**config.mk**
```make
export PLATFORM = sky130hd
export DESIGN_NAME = train_align_ctl
export DESIGN_NICKNAME = d
export VERILOG_FILES = /design/src/rtl/align_ctl_pkg.sv /design/src/rtl/align_datapath.sv /design/src/rtl/align_control.sv /design/src/rtl/train_align_ctl.sv
export SDC_FILE = /design/constraint.sdc
export NUM_CORES = 1
export LEC_CHECK = 0
export ABC_AREA = 1
export BUFFER_PORTS_ARGS = -buffer_cell sky130_fd_sc_hd__clkbuf_2
export CAP_MARGIN = 0
export CORE_ASPECT_RATIO = 1.75
export CORE_MARGIN = 2
export CORE_UTILIZATION = 38
export DETAILED_ROUTE_END_ITERATION = 16
export GPL_TIMING_DRIVEN = 0
export HOLD_SLACK_MARGIN = 0.1
export PLACE_DENSITY_LB_ADDON = 0.2
export SYNTH_ARGS = -nofsm -noshare
export SYNTH_HDL_FRONTEND = slang
export SYNTH_HIERARCHICAL = 1
export SYNTH_SLANG_ARGS = --single-unit
```
**constraint.sdc**
```tcl
create_clock -name clk -period 3.6 [get_ports clk]
set_input_delay 0.36 -clock clk [delete_from_list [all_inputs] [get_ports clk]]
set_output_delay 0.36 -clock clk [all_outputs]
set_load 0.1 [all_outputs]
```
**src/rtl/align_ctl_pkg.sv**
```systemverilog
package align_ctl_pkg;

  typedef enum logic [2:0] {
    ST_IDLE,
    ST_CHECK,
    ST_PULSE_HIGH,
    ST_PULSE_LOW,
    ST_WAIT,
    ST_LOCKED,
    ST_FAIL
  } alignState_t;

  // Strobes from the control to the datapath
  typedef struct packed {
    logic clrAll;      // new search: clear every counter
    logic bumpRun;     // one more matching word
    logic clrRun;      // mismatch: restart the match run
    logic bumpSlip;    // a slip pulse is being issued
    logic loadSettle;  // start the latency wait
    logic tickSettle;  // count the latency wait down
  } alignStrobe_t;

endpackage

```
**src/rtl/align_datapath.sv**
```systemverilog
module align_datapath
  import align_ctl_pkg::*;
#(
  parameter int WORD_W        = 8,
  parameter int SETTLE_CYCLES = 3,
  parameter int LOCK_RUN      = 4,
  parameter int MAX_SLIPS     = 8
) (
  input  logic              clk,
  input  logic              rstN,
  input  alignStrobe_t      strobe,
  input  logic [WORD_W-1:0] rxWord,
  input  logic [WORD_W-1:0] expWord,
  output logic              wordMatch,
  output logic              runComplete,
  output logic              budgetSpent,
  output logic              settleDone
);

  localparam int RUN_W  = $clog2(LOCK_RUN + 1);
  localparam int SLIP_W = $clog2(MAX_SLIPS + 1);
  localparam int SET_W  = (SETTLE_CYCLES > 1) ? $clog2(SETTLE_CYCLES + 1) : 1;

  localparam logic [RUN_W-1:0]  RUN_LAST   = RUN_W'(LOCK_RUN - 1);
  localparam logic [SLIP_W-1:0] SLIP_LIMIT = SLIP_W'(MAX_SLIPS);
  localparam logic [SET_W-1:0]  SET_LOAD   = SET_W'(SETTLE_CYCLES - 1);

  logic [WORD_W-1:0] laneDiff;
  logic [RUN_W-1:0]  runCnt;
  logic [SLIP_W-1:0] slipCnt;
  logic [SET_W-1:0]  settleCnt;

  // One comparison lane for each bit of the word
  for (genvar b = 0; b < WORD_W; b++) begin : g_lane
    assign laneDiff[b] = rxWord[b] ^ expWord[b];
  end

  assign wordMatch   = ~|laneDiff;
  assign runComplete = wordMatch && (runCnt == RUN_LAST);
  assign budgetSpent = (slipCnt == SLIP_LIMIT);
  assign settleDone  = (settleCnt == '0);

  always_ff @(posedge clk or negedge rstN) begin
    if (!rstN) begin
      runCnt <= '0;
    end else if (strobe.clrAll || strobe.clrRun) begin
      runCnt <= '0;
    end else if (strobe.bumpRun) begin
      runCnt <= runCnt + RUN_W'(1);
    end
  end

  always_ff @(posedge clk or negedge rstN) begin
    if (!rstN) begin
      slipCnt <= '0;
    end else if (strobe.clrAll) begin
      slipCnt <= '0;
    end else if (strobe.bumpSlip) begin
      slipCnt <= slipCnt + SLIP_W'(1);
    end
  end

  always_ff @(posedge clk or negedge rstN) begin
    if (!rstN) begin
      settleCnt <= '0;
    end else if (strobe.clrAll) begin
      settleCnt <= '0;
    end else if (strobe.loadSettle) begin
      settleCnt <= SET_LOAD;
    end else if (strobe.tickSettle && !settleDone) begin
      settleCnt <= settleCnt - SET_W'(1);
    end
  end

  // the match run never reaches the lock length while it is being counted
  p_run_bounded_r5 : assert property (@(posedge clk) disable iff (!rstN)
    runCnt < RUN_W'(LOCK_RUN));

  // no more slips than the budget allows
  p_slip_cap_r6 : assert property (@(posedge clk) disable iff (!rstN)
    slipCnt <= SLIP_LIMIT);

  // a mismatch empties the run at the next clock
  p_run_cleared_r5 : assert property (@(posedge clk) disable iff (!rstN)
    strobe.clrRun |=> (runCnt == '0));

endmodule

```
**src/rtl/align_control.sv**
```systemverilog
module align_control
  import align_ctl_pkg::*;
(
  input  logic         clk,
  input  logic         rstN,
  input  logic         startReq,
  input  logic         wordMatch,
  input  logic         runComplete,
  input  logic         budgetSpent,
  input  logic         settleDone,
  output alignStrobe_t strobe,
  output logic         slipCtl,
  output logic         isLocked,
  output logic         isFailed
);

  alignState_t state, stateNext;

  always_ff @(posedge clk or negedge rstN) begin
    if (!rstN) state <= ST_IDLE;
    else       state <= stateNext;
  end

  always_comb begin
    stateNext = state;
    strobe    = '0;
    unique case (state)
      ST_IDLE: begin
        if (startReq) begin
          strobe.clrAll = 1'b1;
          stateNext     = ST_CHECK;
        end
      end
      ST_CHECK: begin
        if (wordMatch) begin
          if (runComplete) stateNext = ST_LOCKED;
          else             strobe.bumpRun = 1'b1;
        end else begin
          strobe.clrRun = 1'b1;
          stateNext     = budgetSpent ? ST_FAIL : ST_PULSE_HIGH;
        end
      end
      ST_PULSE_HIGH: begin
        strobe.bumpSlip = 1'b1;
        stateNext       = ST_PULSE_LOW;
      end
      ST_PULSE_LOW: begin
        strobe.loadSettle = 1'b1;
        stateNext         = ST_WAIT;
      end
      ST_WAIT: begin
        if (settleDone) stateNext = ST_CHECK;
        else            strobe.tickSettle = 1'b1;
      end
      ST_LOCKED, ST_FAIL: begin
        if (startReq) begin
          strobe.clrAll = 1'b1;
          stateNext     = ST_CHECK;
        end
      end
      default: stateNext = ST_IDLE;
    endcase
  end

  assign slipCtl  = (state == ST_PULSE_HIGH);
  assign isLocked = (state == ST_LOCKED);
  assign isFailed = (state == ST_FAIL);

  // a slip request is one clock wide, so every request is a new rising edge
  p_pulse_single_r3 : assert property (@(posedge clk) disable iff (!rstN)
    slipCtl |=> !slipCtl);

  // the low half of the pulse always leads into the latency wait
  p_settle_follows_r4 : assert property (@(posedge clk) disable iff (!rstN)
    (state == ST_PULSE_LOW) |=> (state == ST_WAIT));

  // a failed search sends no slips
  p_fail_quiet_r6 : assert property (@(posedge clk) disable iff (!rstN)
    isFailed |-> !slipCtl);

  // the two flags exclude each other
  p_flags_exclusive_r7 : assert property (@(posedge clk) disable iff (!rstN)
    !(isLocked && isFailed));

  // a mismatching word never leads straight to lock
  p_no_lock_on_miss_r2 : assert property (@(posedge clk) disable iff (!rstN)
    ((state == ST_CHECK) && !wordMatch) |=> !isLocked);

  // lock holds until a restart is requested
  p_lock_held_r10 : assert property (@(posedge clk) disable iff (!rstN)
    (isLocked && !startReq) |=> isLocked);

endmodule

```
**src/rtl/train_align_ctl.sv**
```systemverilog
module train_align_ctl
  import align_ctl_pkg::*;
#(
  parameter int WORD_W        = 8,
  parameter int SETTLE_CYCLES = 3,
  parameter int LOCK_RUN      = 4,
  parameter int MAX_SLIPS     = WORD_W
) (
  input  logic              clk,
  input  logic              rstN,
  input  logic              startReq,
  input  logic [WORD_W-1:0] rxWord,
  input  logic [WORD_W-1:0] expWord,
  output logic              slipCtl,
  output logic              isLocked,
  output logic              isFailed
);

  alignStrobe_t strobe;
  logic wordMatch, runComplete, budgetSpent, settleDone;

  align_datapath #(
    .WORD_W       (WORD_W),
    .SETTLE_CYCLES(SETTLE_CYCLES),
    .LOCK_RUN     (LOCK_RUN),
    .MAX_SLIPS    (MAX_SLIPS)
  ) u_datapath (
    .clk        (clk),
    .rstN       (rstN),
    .strobe     (strobe),
    .rxWord     (rxWord),
    .expWord    (expWord),
    .wordMatch  (wordMatch),
    .runComplete(runComplete),
    .budgetSpent(budgetSpent),
    .settleDone (settleDone)
  );

  align_control u_control (
    .clk        (clk),
    .rstN       (rstN),
    .startReq   (startReq),
    .wordMatch  (wordMatch),
    .runComplete(runComplete),
    .budgetSpent(budgetSpent),
    .settleDone (settleDone),
    .strobe     (strobe),
    .slipCtl    (slipCtl),
    .isLocked   (isLocked),
    .isFailed   (isFailed)
  );

endmodule

```
==> impl_metrics.env <==
export IMPL_required_ns=3.24
export IMPL_postSynthCellCount=139
export IMPL_drt_iter0_drc=12
export IMPL_crit_slowest_cell="clkbuf_2"
export IMPL_hold_depth=1
export IMPL_critPathLaunch="u_control/state[0]"
export IMPL_r2r_setup_slack_ns=2.08
export IMPL_hp_class="flop to flop"
export IMPL_synth_area_leader_cell="dfrtp_1"
export IMPL_cts_buffer_depth=2
export IMPL_slew_headroom=0.643
export IMPL_start_util=0.407
export IMPL_r2r_start="u_control/state[0]"
export IMPL_holdWs_ns=0.505
export IMPL_slowest_delay_ns=0.53
export IMPL_cap_violations=0
export IMPL_total_leakage_power_nw=0.667
export IMPL_p_per_area_mw_per_mm2=648
export IMPL_final_util=0.488
export IMPL_drt_wl_total_mm=1.66
export IMPL_syn_avg_cell_area_sq_um=6.73
export IMPL_r2r_end="u_datapath/slipCnt[3]"
export IMPL_grt_pass1_vias=805
export IMPL_hpwl_mm=1.42
export IMPL_io_pins=22
export IMPL_period_share=0.545
export IMPL_fin_crit_ns=1.96
export IMPL_core_sq_mm=0.00230
export IMPL_portBuffers=21
export IMPL_grt_pass1_wl_mm=3.17
export IMPL_whs_endpoint="u_datapath/runCnt[2]"
export IMPL_wire_per_inst_um=8.80
export IMPL_synth_seq_cells=12
export IMPL_grt_max_degree=13
export IMPL_synth_seq_area_share=0.321
export IMPL_first_pass_iters=4
export IMPL_min_delay_start="u_datapath/runCnt[2]"
export IMPL_n_antenna_cell=0
export IMPL_synth_top_area_frac=0.321
export IMPL_grt_usage=0.138
export IMPL_tns_ns=0
export IMPL_worst_path_buf_inv=2
export IMPL_worst_clock_skew_ns=0.000633
export IMPL_clk_latency_ns=0.24
export IMPL_root_buffer="clkbuf_8"
export IMPL_cp_cell_sequence="buf_6 -> nor3_1 -> clkbuf_2"
export IMPL_die_y_um=69.7
export IMPL_antenna_found_initial=0
export IMPL_hold_viol_final=0
export IMPL_tightestPinTransition_ns=0.538
export IMPL_max_freq_ghz=0.510
export IMPL_critPathTopFamily="buffers and inverters"
export IMPL_vias_per_cell=4.48
export IMPL_finalSetupViolations=0
export IMPL_vias=847
export IMPL_cts_sinks=12
export IMPL_rsz0062_at_grt="false"
export IMPL_nFillCells=248
export IMPL_die_area_sq_mm=0.00289
export IMPL_tritoncts="done"
export IMPL_place_gp_congestion=0.709
export IMPL_ir_drop_v=0.000398
export IMPL_die_x_um=41.5
export IMPL_synthTopCellsByArea="dfrtp_1 (32%), nand2_1 (15%), inv_1 (13%)"
export IMPL_path_class="flop to output port"
export IMPL_syn_nets=163
export IMPL_maxSlewViolCount=0
export IMPL_worstSetupEndpointType="output port"
export IMPL_yosys_warnings=6
export IMPL_row_count=23
export IMPL_cts_buffers=3
export IMPL_drive_above_1_share=0.220
export IMPL_arrival_ns=1.60
export IMPL_overflow=0
export IMPL_synth_cell_types=21
export IMPL_drc=0
export IMPL_syn_area_sq_um=936
export IMPL_h_tree_depth=1
export IMPL_ant_nets=0
export IMPL_nets=190
export IMPL_syn_to_final_growth_pct=20.1
export IMPL_status="completed"
export IMPL_cp_start_kind="flop"
export IMPL_reg2regPathDepth=8
export IMPL_clk_pin_slew_ns=0.05
export IMPL_post_cts_resized=0
export IMPL_cp_max_fo=8
[power by group]
part | switching (W) | internal (W) | leakage, nW
combinational | 0.000268 | 0.000131 | 0.489
sequential | 0.0000305 | 0.000179 | 0.157
clock | 0.0000455 | 0.0000734 | 0.0216
total | 0.000344 | 0.000384 | 0.667
[flip-flops by register name (all words and copies together) (netlist names)]
signal	count
u_datapath/runCnt	3
u_datapath/settleCnt	2
u_datapath/slipCnt	4
u_control/state	3
[Yosys cell counts]
cell / number
a21oi_1: 4
buf_4: 1
buf_6: 1
dfrtp_1: 12
ha_1: 5
inv_1: 32
inv_2: 1
nand2_1: 38
nand2_2: 2
nand2_4: 1
nand3_1: 6
nand3_2: 1
nand4_1: 1
nor2_1: 16
nor2_4: 3
nor3_1: 2
nor3_2: 1
o211a_1: 1
o21ai_0: 6
o21ai_2: 1
xnor2_1: 4
[final cells by class]
cell class | instances | area, sq um | share of cell area
inverter | 33 | 124 | 0.110
tap | 25 | 31.3 | 0.0278
buffer | 2 | 18.8 | 0.0167
sequential | 12 | 300 | 0.267
clock buffer | 3 | 41.3 | 0.0367
multi-input combinational | 92 | 493 | 0.439
timing repair buffer | 22 | 115 | 0.102
[through the flow]
step | setup slack [ns] | instances | area, sq um | power [W]
after floorplan | 0.110 | 139 | 936 | 0.000539
after global placement | 1.88 | 185 | 1070 | 0.000608
after detailed placement | 1.88 | 185 | 1070 | 0.000615
after CTS | 1.62 | 189 | 1120 | 0.000741
after global routing | 1.51 | 189 | 1120 | 0.000806
final | 1.64 | 189 | 1120 | 0.000728
[routing by layer]
layer,track usage,up-vias,share of wire
met1,0.158,361,0.44
met2,0.241,19,0.50
met3,0.0156,4,0.044
li1,-,463,-
met5,0,-,0
met4,0.0753,0,0.017
[repair_timing]
item / in CTS / in global routing
endpoints found under the hold margin: 12 / 0
hold buffers: 1 / 0
setup buffers: 0 / 0
[how the worst max path moves through the flow]
stage	end	slack (ns)	depth (start not counted)
3_5_place_dp	slipCtl	1.88	3
6_report	slipCtl	1.64	3
3_3_place_gp	slipCtl	1.88	3
4_1_cts	slipCtl	1.62	3
2_1_floorplan	u_datapath/slipCnt[3]	0.11	8
5_1_grt	slipCtl	1.51	3
[logic make-up after synthesis]
| kind of cell | after synthesis | synth area share |
|---|---|---|
| flip-flops | 12 | 0.321 |
| XOR/XNOR | 4 | 0.0374 |
| adder cells (fa/ha/maj) | 5 | 0.0668 |
| AO/OA/AOI/OAI | 12 | 0.0735 |
| AND/OR/NAND/NOR | 71 | 0.349 |
| buffers and inverters | 35 | 0.152 |
[cell usage in the layout, fill, tap and decap left out, types with 4 or more instances in the layout]
| cell type | synthesis | final |
|---|---|---|
| a21oi_1 | 4 | 4 |
| nand2_1 | 38 | 38 |
| nand3_1 | 6 | 6 |
| ha_1 | 5 | 5 |
| nor2_1 | 16 | 16 |
| o21ai_0 | 6 | 6 |
| inv_1 | 32 | 32 |
| clkbuf_2 | 0 | 21 |
| xnor2_1 | 4 | 4 |
| dfrtp_1 | 12 | 12 |
Note: power is estimated with default switching activity, not from simulation.
